===== src/rtl/sdr_ref_pkg.sv =====
package sdr_ref_pkg;

  typedef enum logic [2:0] {
    CMD_REF = 3'b001,
    CMD_PRE = 3'b010,
    CMD_NOP = 3'b111
  } sdr_cmd_e;

  typedef enum logic [2:0] {
    ST_IDLE,
    ST_WAIT_RP,
    ST_WAIT_RFC,
    ST_SLEEP,
    ST_WAIT_XSR
  } seq_state_e;

  // nanoseconds to whole cycles, rounded up, never below lo
  function automatic int unsigned ns2cyc(int unsigned ns, int unsigned mhz,
                                         int unsigned lo);
    int unsigned c;
    c = (ns * mhz + 999) / 1000;
    return (c < lo) ? lo : c;
  endfunction

endpackage


===== src/rtl/ref_tick_gen.sv =====
module ref_tick_gen #(
  parameter int unsigned PERIOD = 1562
) (
  input  logic clk,
  input  logic rst,
  output logic tick
);
  localparam int unsigned PW = (PERIOD > 1) ? $clog2(PERIOD) : 1;

  logic [PW-1:0] cnt_q;
  logic          tick_q;

  always_ff @(posedge clk) begin
    if (rst) begin
      cnt_q  <= '0;
      tick_q <= 1'b0;
    end else if (cnt_q == PW'(PERIOD - 1)) begin
      cnt_q  <= '0;
      tick_q <= 1'b1;
    end else begin
      cnt_q  <= cnt_q + PW'(1);
      tick_q <= 1'b0;
    end
  end

  assign tick = tick_q;

endmodule


===== src/rtl/ref_backlog.sv =====
module ref_backlog #(
  parameter int unsigned MAX_PEND = 8,
  localparam int unsigned BW = $clog2(MAX_PEND + 1)
) (
  input  logic          clk,
  input  logic          rst,
  input  logic          inc,
  input  logic          dec,
  input  logic          clr,
  output logic [BW-1:0] count,
  output logic          full
);
  logic [BW-1:0] cnt_q;

  always_ff @(posedge clk) begin
    if (rst || clr) begin
      cnt_q <= '0;
    end else if (inc && !dec) begin
      if (cnt_q != BW'(MAX_PEND)) cnt_q <= cnt_q + BW'(1);
    end else if (dec && !inc) begin
      if (cnt_q != '0) cnt_q <= cnt_q - BW'(1);
    end
  end

  assign count = cnt_q;
  assign full  = (cnt_q == BW'(MAX_PEND));

  assert_no_overflow_R6: assert property (@(posedge clk) disable iff (rst)
    cnt_q <= BW'(MAX_PEND));

  assert_no_underflow_R5: assert property (@(posedge clk) disable iff (rst)
    (dec && !inc && !clr) |-> cnt_q != '0);

endmodule


===== src/rtl/seq_timer.sv =====
module seq_timer #(
  parameter int unsigned W = 5
) (
  input  logic         clk,
  input  logic         rst,
  input  logic         load,
  input  logic [W-1:0] load_val,
  output logic         zero
);
  logic [W-1:0] cnt_q;

  always_ff @(posedge clk) begin
    if (rst)               cnt_q <= '0;
    else if (load)         cnt_q <= load_val;
    else if (cnt_q != '0)  cnt_q <= cnt_q - W'(1);
  end

  assign zero = (cnt_q == '0);

endmodule


===== src/rtl/sdram_refresh_seq.sv =====
module sdram_refresh_seq
  import sdr_ref_pkg::*;
#(
  parameter int unsigned CLK_MHZ         = 200,
  parameter int unsigned REF_INTERVAL_NS = 7812,
  parameter int unsigned T_RP_NS         = 18,
  parameter int unsigned T_RFC_NS        = 110,
  parameter int unsigned T_RAS_NS        = 45,
  parameter int unsigned T_XSR_NS        = 120,
  parameter int unsigned MAX_PEND        = 8
) (
  input  logic       clk,
  input  logic       rst,
  input  logic       host_busy,
  input  logic       sleep_req,
  input  logic       wake_req,
  input  logic       clk_stable,
  output logic [2:0] cmd_o,
  output logic       a10_o,
  output logic       cke_o,
  output logic       busy_o
);
  localparam int unsigned INTERVAL_CYC = REF_INTERVAL_NS * CLK_MHZ / 1000;
  localparam int unsigned RP_CYC  = ns2cyc(T_RP_NS,  CLK_MHZ, 1);
  localparam int unsigned RFC_CYC = ns2cyc(T_RFC_NS, CLK_MHZ, 2);
  localparam int unsigned RAS_CYC = ns2cyc(T_RAS_NS, CLK_MHZ, 1);
  localparam int unsigned XSR_CYC = ns2cyc(T_XSR_NS, CLK_MHZ, 2);
  localparam int unsigned M1   = (RP_CYC > RFC_CYC) ? RP_CYC : RFC_CYC;
  localparam int unsigned M2   = (RAS_CYC > XSR_CYC) ? RAS_CYC : XSR_CYC;
  localparam int unsigned TMAX = (M1 > M2) ? M1 : M2;
  localparam int unsigned TW   = $clog2(TMAX + 1);
  localparam int unsigned BW   = $clog2(MAX_PEND + 1);
  localparam logic [TW-1:0] RP_V  = TW'(RP_CYC - 1);
  localparam logic [TW-1:0] RFC_V = TW'(RFC_CYC - 1);
  localparam logic [TW-1:0] RAS_V = TW'(RAS_CYC - 1);
  localparam logic [TW-1:0] XSR_V = TW'(XSR_CYC - 1);

  seq_state_e    state_q, state_d;
  sdr_cmd_e      cmd_q, cmd_d;
  logic          a10_q, a10_d;
  logic          cke_q, cke_d;
  logic          busy_q, busy_d;
  logic          sr_q, sr_d;     // current sequence ends in self refresh
  logic          wake_q;         // remembered wake request
  logic          tick;
  logic          dec;
  logic          full;
  logic [BW-1:0] pend;
  logic          tmr_ld;
  logic [TW-1:0] tmr_val;
  logic          tmr_zero;
  logic          ref_due;

  ref_tick_gen #(.PERIOD(INTERVAL_CYC)) u_tick (
    .clk (clk),
    .rst (rst),
    .tick(tick)
  );

  // self refresh refreshes on its own: owed requests are dropped
  ref_backlog #(.MAX_PEND(MAX_PEND)) u_backlog (
    .clk  (clk),
    .rst  (rst),
    .inc  (tick),
    .dec  (dec),
    .clr  (sr_q),
    .count(pend),
    .full (full)
  );

  seq_timer #(.W(TW)) u_timer (
    .clk     (clk),
    .rst     (rst),
    .load    (tmr_ld),
    .load_val(tmr_val),
    .zero    (tmr_zero)
  );

  assign ref_due = (pend != '0) && (!host_busy || full);

  always_comb begin
    state_d = state_q;
    cmd_d   = CMD_NOP;
    a10_d   = 1'b0;
    cke_d   = cke_q;
    busy_d  = busy_q;
    sr_d    = sr_q;
    tmr_ld  = 1'b0;
    tmr_val = '0;
    dec     = 1'b0;
    case (state_q)
      ST_IDLE: begin
        if ((sleep_req && !host_busy) || ref_due) begin
          cmd_d   = CMD_PRE;
          a10_d   = 1'b1;
          busy_d  = 1'b1;
          sr_d    = sleep_req && !host_busy;
          tmr_ld  = 1'b1;
          tmr_val = RP_V;
          state_d = ST_WAIT_RP;
        end
      end
      ST_WAIT_RP: begin
        if (tmr_zero) begin
          cmd_d  = CMD_REF;
          tmr_ld = 1'b1;
          if (sr_q) begin
            cke_d   = 1'b0;
            tmr_val = RAS_V;
            state_d = ST_SLEEP;
          end else begin
            dec     = 1'b1;
            tmr_val = RFC_V;
            state_d = ST_WAIT_RFC;
          end
        end
      end
      ST_WAIT_RFC: begin
        if (tmr_zero) begin
          if (pend != '0) begin
            cmd_d   = CMD_REF;
            dec     = 1'b1;
            tmr_ld  = 1'b1;
            tmr_val = RFC_V;
          end else begin
            busy_d  = 1'b0;
            state_d = ST_IDLE;
          end
        end
      end
      ST_SLEEP: begin
        if (tmr_zero && wake_q && clk_stable) begin
          cke_d   = 1'b1;
          tmr_ld  = 1'b1;
          tmr_val = XSR_V;
          state_d = ST_WAIT_XSR;
        end
      end
      ST_WAIT_XSR: begin
        if (tmr_zero) begin
          busy_d  = 1'b0;
          sr_d    = 1'b0;
          state_d = ST_IDLE;
        end
      end
      default: state_d = ST_IDLE;
    endcase
  end

  always_ff @(posedge clk) begin
    if (rst) begin
      state_q <= ST_IDLE;
      cmd_q   <= CMD_NOP;
      a10_q   <= 1'b0;
      cke_q   <= 1'b1;
      busy_q  <= 1'b0;
      sr_q    <= 1'b0;
    end else begin
      state_q <= state_d;
      cmd_q   <= cmd_d;
      a10_q   <= a10_d;
      cke_q   <= cke_d;
      busy_q  <= busy_d;
      sr_q    <= sr_d;
    end
  end

  always_ff @(posedge clk) begin
    if (rst || !sr_q) wake_q <= 1'b0;
    else if (wake_req) wake_q <= 1'b1;
  end

  assign cmd_o  = cmd_q;
  assign a10_o  = a10_q;
  assign cke_o  = cke_q;
  assign busy_o = busy_q;

  assert_pre_all_banks_R1: assert property (@(posedge clk) disable iff (rst)
    (cmd_q == CMD_PRE) |-> a10_q);

  assert_ref_then_nop_R4: assert property (@(posedge clk) disable iff (rst)
    (cmd_q == CMD_REF) |=> (cmd_q == CMD_NOP));

  assert_cke_fall_on_ref_R7: assert property (@(posedge clk) disable iff (rst)
    $fell(cke_q) |-> (cmd_q == CMD_REF));

  assert_sleep_owns_bus_R7: assert property (@(posedge clk) disable iff (rst)
    !cke_q |-> busy_q);

  assert_cke_rise_stable_clk_R9: assert property (@(posedge clk) disable iff (rst)
    $rose(cke_q) |-> $past(clk_stable));

  assert_exit_nop_R10: assert property (@(posedge clk) disable iff (rst)
    $rose(cke_q) |-> (cmd_q == CMD_NOP));

endmodule


===== config.mk =====
export PLATFORM = sky130hd
export DESIGN_NAME = sdram_refresh_seq
export DESIGN_NICKNAME = d
export VERILOG_FILES = /design/src/rtl/sdr_ref_pkg.sv /design/src/rtl/ref_tick_gen.sv /design/src/rtl/ref_backlog.sv /design/src/rtl/seq_timer.sv /design/src/rtl/sdram_refresh_seq.sv
export SDC_FILE = /design/constraint.sdc
export NUM_CORES = 1
export LEC_CHECK = 0
export BUFFER_PORTS_ARGS = -buffer_cell sky130_fd_sc_hd__buf_2
export CAP_MARGIN = 20
export CORE_ASPECT_RATIO = 1.25
export CORE_MARGIN = 4
export CORE_UTILIZATION = 50
export CTS_CLUSTER_DIAMETER = 60
export DETAILED_ROUTE_END_ITERATION = 10
export GPL_ROUTABILITY_DRIVEN = 0
export PLACE_DENSITY = 0.68
export SLEW_MARGIN = 20
export SYNTH_ARGS = -nofsm -noshare
export SYNTH_HDL_FRONTEND = slang
export SYNTH_SLANG_ARGS = --single-unit

===== constraint.sdc =====
create_clock -name clk -period 5.4 [get_ports clk]
set_clock_uncertainty 0.15 [all_clocks]
set_input_delay 1.08 -clock clk [delete_from_list [all_inputs] [get_ports clk]]
set_output_delay 1.08 -clock clk [all_outputs]
set_load 0.02 [all_outputs]

Yosys cells after proc, flatten, opt, wreduce, memory -nomap -nowiden
Cells that the tools add are included.
- magnitude comparators: 0
- $mul: 0
- mux-type cells: 47
- bitwise logic cells: 1
- shift-type cells: 0
- add/subtract/negate cells: 4
- reductions and logical operators: 31
- div/mod/pow operators: 0
- equal/unequal tests: 15
- operators with widths (kind ; count):
    two-way mux 5 bit ; 7
    two-way mux 3 bit ; 10
    one-hot mux 5 bit (4 select lines) ; 1
    two-way mux 1 bit ; 17
    two-way mux 4 bit ; 4
    != test 2 bit (second input constant) ; 8
    one-hot mux 3 bit (5 select lines) ; 1
    adder 11 x 1 -> 11 bit (second input constant) ; 1
    == test 11 bit (second input constant) ; 1
    nonzero test 2 bit ; 5
    one-hot mux 3 bit (3 select lines) ; 1
    == test 3 x 2 -> 1 bit (second input constant) ; 2
    logical AND 1 bit ; 6
    one-hot mux 1 bit (2 select lines) ; 3
    AND reduction 3 bit ; 2
    AND reduction 6 bit ; 1
    logical NOT 5 bit ; 1
    AND reduction 5 bit ; 1
    nonzero test 5 bit ; 1
    subtractor 5 x 1 -> 5 bit (second input constant) ; 1
    adder 4 x 1 -> 4 bit (second input constant) ; 1
    == test 4 bit (second input constant) ; 1
    logical NOT 1 bit ; 4
    logical OR 1 bit ; 4
    other kinds (13) ; 14
- memory bits (read-only): 0
- register bits after elaboration: 32
- latch bits: 0
- RAM bits: 0
- memories kept: 0
- input port bits: 6

Longest topological paths before layout
Gate-level depths: netlist (run 1).
- depth in word-level cells: 8
- gate-level depth with buffers: 13
- gate-level depth less buffers: 12

Hierarchy
A second synthesis (run 1) with hierarchy kept.
- cells, all modules: 200
- area total of the unflattened synthesis: 1781.7 µm²
- modules (own cells, without submodules) (module ; cells each ; times used ; area each (µm²)):
    sdram_refresh_seq ; 77 ; 1 ; 626.9
    ref_tick_gen ; 55 ; 1 ; 523.0
    ref_backlog ; 36 ; 1 ; 344.1
    seq_timer ; 32 ; 1 ; 287.8

Worst setup path after synthesis (run 1)
OpenSTA, ideal clock, no wires.
- kind: register to register
- from: register u_timer.cnt_q[0]
- to: register u_backlog.cnt_q[3], in the netlist u_backlog.count[3]
- buffers on the path: 1
- cell stages (with the launch flop): 14
- data arrival time: 2.927 ns
- period minus slack after synthesis: 3.155 ns
- data required time: 5.172 ns
- setup slack: 2.245 ns
- path through: dfxtp_1 > inv_1 > ha_1 > or4b_1 > buf_6 > nor2_8 > a21boi_0 > inv_1 > ha_1 > a21o_1 > a21o_1 > or3_1 > mux4_1 > nor3_1
- longest elaborated chain between the ends: 7
- elaborated cells on any way between the ends: 12
- classes of those cells: 1 x eq/ne; 4 x mux; 7 x reduce/logical
- RTL lines (what ; line ; RTL):
    start, declared ; seq_timer.sv:10 ; logic [W-1:0] cnt_q;
    start signal, assigned ; seq_timer.sv:14 ; else if (load) cnt_q <= load_val;
    start signal, assigned ; seq_timer.sv:15 ; else if (cnt_q != '0) cnt_q <= cnt_q - W'(1);
    logical NOT 5 bit (*) ; seq_timer.sv:18 ; assign zero = (cnt_q == '0);
    two-way mux 1 bit, on equally long branches ; sdram_refresh_seq.sv:119, sdram_refresh_seq.sv:104 ;
    one-hot mux 1 bit (2 select lines) (*) ; sdram_refresh_seq.sv:91 ; case (state_q)
    logical NOT 1 bit ; ref_backlog.sv:18 ; end else if (inc && !dec) begin
    logical AND 1 bit ; ref_backlog.sv:18 ;
    != test 2 bit (no source line) / nonzero test 2 bit (equally long branches) ; -- ;
    AND reduction 3 bit (no source line) ; -- ;
    end signal, assigned ; ref_backlog.sv:19 ; if (cnt_q != BW'(MAX_PEND)) cnt_q <= cnt_q + BW'(1);
    end signal, assigned ; ref_backlog.sv:21 ; if (cnt_q != '0) cnt_q <= cnt_q - BW'(1);
    end, declared ; ref_backlog.sv:13 ; logic [BW-1:0] cnt_q;
Mark *: on every way between the ends. The rest lies on a longest branch, timed or not.
A chain may end at the register's enable or synchronous reset.

Worst setup path after layout (run 1)
Same ends and word-level chain as after synthesis.

==> results of run 1 <==
metrics by stage:
stage / area (µm²) / setup slack, ns / instances
after floorplan: 1797 / 2.245 / 212
after global routing: 1972 / 1.626 / 262
after CTS: 1972 / 1.863 / 262
after detailed placement: 1864 / 1.879 / 254
after global placement: 1864 / 2.003 / 254
final: 1972 / 1.870 / 262
report_power, final:
group          total [mW]  switching [mW]  leakage, nW  internal, mW
combinational       0.244           0.144        0.466        0.0997
sequential          0.296          0.0313        0.261         0.264
clock               0.225          0.0879       0.0552         0.137
total               0.764           0.264        0.782         0.501
Yosys cell counts, drive strengths merged (2+ instances only):
library cell | count | area (µm²)
o31ai | 2 | 20.02
or2 | 2 | 12.51
or4b | 2 | 20.02
nand3 | 11 | 55.05
and3 | 2 | 12.51
a221oi | 4 | 41.29
inv | 10 | 37.54
nand2b | 2 | 12.51
mux2i | 5 | 50.05
nor4 | 3 | 33.78
buf | 3 | 20.01
a21o | 3 | 22.52
dfxtp | 32 | 640.6
xnor2 | 5 | 43.79
nor2 | 27 | 117.6
o21ai | 14 | 73.82
or3 | 8 | 50.05
nor3 | 6 | 30.03
nand2 | 22 | 85.09
o211ai | 2 | 15.01
a21oi | 7 | 35.03
ha | 6 | 75.07
clkbuf | 6 | 23.77
xor2 | 6 | 52.55
per-layer routing:
metal  part of all wire (%)  track usage (%)  vias to the layer above
met5                      0                0                        -
met2                     51            29.92                       44
met4                    2.3            8.491                        0
met1                     43            22.56                      705
met3                    4.0            5.146                        8
li1                       -                -                      783
how the worst max path moves through the flow:
stage,start,to,slack (ns),cells after the start
global placement,u_timer.cnt_q[0]$_SDFFE_PP0P_,u_backlog.count[3]$_SDFFE_PP0P_,2.00,12
CTS,u_timer.cnt_q[0]$_SDFFE_PP0P_,u_backlog.count[3]$_SDFFE_PP0P_,1.86,12
floorplan,u_timer.cnt_q[0]$_SDFFE_PP0P_,u_backlog.count[3]$_SDFFE_PP0P_,2.24,13
detailed placement,u_timer.cnt_q[0]$_SDFFE_PP0P_,u_backlog.count[3]$_SDFFE_PP0P_,1.88,12
global route,u_timer.cnt_q[0]$_SDFFE_PP0P_,u_backlog.count[3]$_SDFFE_PP0P_,1.63,12
finish,u_timer.cnt_q[0]$_SDFFE_PP0P_,u_backlog.count[3]$_SDFFE_PP0P_,1.87,12
cell families (layout without fill, tap and decap cells):
group / after synthesis / in the layout / share of synthesized area [%]
simple gates: 92 / 92 / 27.09
compound gates: 45 / 45 / 17.83
flops: 32 / 32 / 35.65
buf+inv: 19 / 30 / 4.526
xor+xnor: 11 / 11 / 5.362
fa+ha+maj: 7 / 7 / 5.292
mux: 6 / 6 / 4.248
flip-flops by register name (all words and copies together), names as in the netlist:
name             count
a10_o                1
sr_q                 1
wake_q               1
cmd_o                3
cke_o                1
busy_o               1
u_tick.tick          1
u_backlog.count      4
u_timer.cnt_q        5
u_tick.cnt_q        11
state_q              3
final cells by class:
cell class / count / area (µm²)
sequential: 32 / 640.6
clock inverter: 2 / 35.03
fill: 326 / 1511
inverter: 10 / 37.54
clock buffer: 6 / 72.57
multi-input combinational: 161 / 1075
tap: 39 / 48.80
timing repair buffer: 12 / 62.56
==> run summary, run 1 <==
Synth unique cells = 56
CTS Root Cell = clkbuf_8
Cell Pwr Density = 387.6 mW/mm²
TNS Setup = 0 ns
Area Overhead vs Synth = 9.749%
Input/output buffers = 11
Seq/Total Area, Yosys = 35.65%
CTS Sinks = 32
ANT cells = 0
Hold Path Depth = 1
Relative slew slack = 63.22%
Drc violations = 0
HP Class = register to register
Final setup fails = 0
WP buf/inv = 2
Remaining Overflow, GRT = 0
FP Rows = 24
Max-slew violations = 0
Die width = 61.62 µm
Critical Path Slowest Stage Cell = or4b_1
Fin util = 56.61%
Synth Cell Area = 0.001797 mm²
Post-synth EDFFs = 0
Post-layout minimum cycle time = 3.530 ns
IR drop worst, VDD = 0.3090 mV
Vias per cell = 5.878
Post-Synthesis Net Count = 225
Worst Reg-to-Reg Cells = 12
Largest net degree at the start of global routing = 21
Register bit count reported by yosys = 32
Worst-path cell chain = inv_1 > ha_1 > or4b_1 > nor2_8 > a21boi_0 > inv_1 > ha_1 > a21o_1 > a21o_1 > or3_1 > mux4_1 > nor3_1
Min Hold Slack = 0.3180 ns
Post-Synthesis Cells = 212
Nets@finish = 235
Syn. warnings = 0
Worst reg2reg path startpoint = u_timer.cnt_q[0]$_SDFFE_PP0P_
WL/cell = 14.08 µm
Worst Path Required = 5.46 ns
Core Area = 0.003483 mm²
Worst-Skew Late Latency = 0.28 ns
Die Y = 75.02 µm
Outcome = complete, no violations
Top Ports = 12
Maximum clock frequency = 283.3 MHz
Type of the worst setup path = register to register
Hold path endpoint = u_tick.cnt_q[0]$_SDFF_PP0_
Initial cell density of the core = 51.58%
Post-Route WL = 3688 µm
Final hold vios = 0
CTS tree = built
Post-DP HPWL = 2718 µm
Async set or reset register ratio after synthesis = 0%
RSZ-0062 raised after global routing = false
Startpoint types = register
Reg2reg setup slack = 1.87 ns
Vias in the first global route = 1468
Ys flop type = dfxtp_1
Worst-margin pin slew = 0.5510 ns
ANT nets after route = 0
Crit path max-delay family = simple AND/OR/NAND/NOR gates
Reg-to-reg endpoint = u_backlog.count[3]$_SDFFE_PP0P_
Post-CTS sizing = 0
Routed vias = 1540
Total CTS buffers = 5
Initial DRC count = 74
Post-CTS Setup Bufs = 0
Hold_buf cts = 0
Max cap viols = 0
CP Max Fanout = 10
Global-route wire length before repair = 6403 µm
Die area = 0.004622 mm²
H-tree depth = 2
Synthesized area per cell = 8.475 µm²
Initial antenna violation count = 0
CP max stage delay = 0.68 ns
Final worst path period share = 65.38%
Most common cell after layout, fill and taps aside = dfxtp_1
HP Start = u_tick.cnt_q[0]$_SDFF_PP0_
Clock-pin transition on the worst setup and hold timing paths = 0.07 ns
Most frequent cells in the layout = 32 x dfxtp_1, 26 x nor2_1, 21 x nand2_1
CP endpoint kind = register
Worst Path Arrival = 3.59 ns
Tot GR Track Use = 18.53%
Drt first pass iters = 4
Leak = 0.7815 nW
Share of cells above drive strength 1 = 13.00%
Final Total Pwr = 0.7642 mW
CTS max path bufs = 2
No activity file was read; power rests on OpenSTA's default activity.
==> run 2, diff against run 1 <==
--- a/config.mk
+++ b/config.mk
@@ -5,6 +5,7 @@
 export SDC_FILE = /design/constraint.sdc
 export NUM_CORES = 1
 export LEC_CHECK = 0
+export ABC_AREA = 1
 export BUFFER_PORTS_ARGS = -buffer_cell sky130_fd_sc_hd__buf_2
 export CAP_MARGIN = 20
 export CORE_ASPECT_RATIO = 1.25
==> constraint.sdc (replaced) <==
create_clock -name clk -period 3.5 [get_ports clk]
set_clock_uncertainty 0.15 [all_clocks]
set_input_delay 0.7 -clock clk [delete_from_list [all_inputs] [get_ports clk]]
set_output_delay 0.7 -clock clk [all_outputs]
set_load 0.02 [all_outputs]
==> run 2 against run 1 <==
Register-to-register slack worse by 0.74 ns. Highest routed layer unchanged. Non-clock buffer count down 1. Clock-buffer cell count up 2. Sequential power up 52%. Worst setup slack worse by 0.74 ns. Clock power down 3%. Critical path depth up 2. Cell count up 4.2%.
==> run summary, run 2 <==
Outcome = complete, no violations
Largest net degree at the start of global routing = 12
Reg power frac = 39.3%
IR drop worst, VDD = 0.4019 mV
TNS Setup = 0 ns
Synth Cell Area = 0.001628 mm²
Worst Reg-to-Reg Cells = 14
Gate power share = 41.7%
ANT cells = 0
Vias per cell = 4.945
Most common cell after layout, fill and taps aside = nor2_1
Worst Path Required = 3.59 ns
ANT nets after route = 0
Switching power = 0.4552 mW
Critical Path Slowest Stage Cell = dfxtp_1
Max cap viols = 0
Placed Cells = 265
Synthesized area per cell = 7.399 µm²
Die area = 0.004238 mm²
H-tree depth = 2
Relative slew slack = 75.84%
Fin util = 58.72%
Final setup fails = 0
Clock-pin transition on the worst setup and hold timing paths = 0.09 ns
Maximum clock frequency = 421.3 MHz
Vias in the first global route = 1211
Synth top area share = 39.35%
Final worst path period share = 67.82%
FILL cells = 293
Post-CTS sizing = 0
Initial antenna violation count = 0
Core Area = 0.003028 mm²
Die Y = 71.80 µm
Top Ports = 12
HP Start = u_tick.cnt_q[0]$_SDFF_PP0_
Async set or reset register ratio after synthesis = 0%
Leak = 0.7841 nW
CTS Root Cell = clkbuf_4
Post-DP HPWL = 2199 µm
Post-Route WL = 2847 µm
Post-CTS Setup Bufs = 0
Max-slew violations = 0
Post-Synthesis Cells = 220
Int Power = 0.6911 mW
WL/cell = 10.43 µm
Worst reg2reg path startpoint = u_timer.cnt_q[0]$_SDFFE_PP0P_
Drt first pass iters = 4
Max FFs per register = 11
Die width = 59.04 µm
Hold_buf cts = 0
Share of cells above drive strength 1 = 17.72%
CTS max path bufs = 2
Register bit count reported by yosys = 32
Synth unique cells = 33
Largest area contributor in the netlist = dfxtp_1
Tot GR Track Use = 15.59%
Area after DPL = 0.001719 mm²
Input/output buffers = 11
Global-route wire length before repair = 5064 µm
CP max stage delay = 0.32 ns
Initial DRC count = 36
Final hold vios = 0
Clk pwr share = 19.0%
Hold path endpoint = u_tick.cnt_q[0]$_SDFF_PP0_
Worst Path Arrival = 2.46 ns
FP Rows = 22
CP endpoint kind = register
Startpoint types = register
Post-synth EDFFs = 0
Reg2reg setup slack = 1.13 ns
Final Non-Filler Cells = 273
Worst-margin pin slew = 0.3615 ns
Crit path max-delay family = simple AND/OR/NAND/NOR gates
Routed vias = 1350
Area Overhead vs Synth = 9.224%
Nets@finish = 249
Post-layout minimum cycle time = 2.374 ns
Worst-path cell chain = inv_1 > ha_1 > nand2_2 > nor2_8 > nand3_2 > nand3_2 > ha_1 > a21o_1 > nor2_1 > nand4_1 > nand2_1 > inv_1 > a21oi_1 > nor2_1
Remaining Overflow, GRT = 0
CP Max Fanout = 9
CTS Sinks = 32
Largest register by flop count = u_tick.cnt_q
Cell Pwr Density = 644.7 mW/mm²
Sw Ratio = 39.71%
RSZ-0062 raised after global routing = false
Reg-to-reg endpoint = u_backlog.count[3]$_SDFFE_PP0P_
Worst-Skew Late Latency = 0.33 ns
Final Instance Area = 0.001778 mm²
Syn. warnings = 0
HP Class = register to register
Ys flop type = dfxtp_1
Hold Path Depth = 1
Top-count cell post-synth = nor2_1
WP buf/inv = 2
Post-Synthesis Net Count = 233
Most frequent cells after synthesis = 43 x nor2_1, 32 x dfxtp_1, 29 x nand2_1
CTS tree = built
Synth top area cells = dfxtp_1 39%, nor2_1 9.9%, nand2_1 6.7%, inv_1 4.8%, ha_1 4.6%
Initial cell density of the core = 53.76%
Seq/Total Area, Yosys = 39.35%
Total CTS buffers = 5
Most frequent cells in the layout = 43 x nor2_1, 32 x dfxtp_1, 29 x nand2_1
Type of the worst setup path = register to register
Drc violations = 0
-- run 2: cell types whose count changed after synthesis, sizes merged, moves of 5 or more --
cell	before	now
inv	10	31
nor2	27	46
nand2	22	35
or3	8	0
a21oi	7	14
o21ai	14	8
clkbuf	6	1
mux2i	5	0
nand3	11	16
nor3	6	11
xnor2	5	0
-- run 2: final cells by class --
class	instances	area [µm²]	area share, %
Inverter	31	116.4	6.545
Sequential cell	32	640.6	36.03
Clock buffer	8	58.81	3.308
Multi-Input combinational cell	155	862.1	48.49
Tap cell	36	45.04	2.533
Timing Repair Buffer	11	55.05	3.096
-- run 2: logic make-up after synthesis --
kind of cell               Yosys count  synth area share (%)
AOI/OAI and AO/OA                   27                 8.994
and+or+nand+nor                    115                 34.90
buffers and inverters               33                 7.686
xor gates and xnor gates             6                 3.228
DFF                                 32                 39.35
adders and majority gates            7                 5.842
-- run 2: metal layers --
layer,vias to the layer above,routed length (µm),GRT usage [%]
met2,22,1309,23.96
li1,740,-,-
met1,579,1337,18.94
met5,-,0,0
met3,9,124,4.865
met4,0,76,8.816
-- run 2: stage by stage --
stage                     hold WS, ns  setup slack [ns]  power [mW]
after floorplan                0.2837             1.283      0.8584
after global placement         0.3022             1.182      0.9392
after detailed placement       0.3131             1.118      0.9398
after CTS                      0.3343             1.110       1.163
after global routing           0.3687            0.8286       1.246
final                          0.3276             1.126       1.146
-- run 2: power by group through the flow --
stage / Clock [mW] / Sequential [mW] / Combinational [mW]
after floorplan: 0 / 0.465 / 0.393
after global placement: 0 / 0.458 / 0.481
after detailed placement: 0 / 0.460 / 0.480
after CTS: 0.230 / 0.451 / 0.482
after global routing: 0.240 / 0.457 / 0.550
final: 0.218 / 0.450 / 0.478
-- run 2: worst max-delay path by stage --
stage                                  startpoint                              end  slack (ns)  cells after the start
finish              u_timer.cnt_q[0]$_SDFFE_PP0P_  u_backlog.count[3]$_SDFFE_PP0P_        1.13                     14
global route        u_timer.cnt_q[0]$_SDFFE_PP0P_  u_backlog.count[3]$_SDFFE_PP0P_        0.83                     14
CTS                 u_timer.cnt_q[0]$_SDFFE_PP0P_  u_backlog.count[3]$_SDFFE_PP0P_        1.11                     14
detailed placement  u_timer.cnt_q[0]$_SDFFE_PP0P_  u_backlog.count[3]$_SDFFE_PP0P_        1.12                     14
global placement    u_timer.cnt_q[0]$_SDFFE_PP0P_  u_backlog.count[3]$_SDFFE_PP0P_        1.18                     14
floorplan           u_timer.cnt_q[0]$_SDFFE_PP0P_  u_backlog.count[3]$_SDFFE_PP0P_        1.28                     14
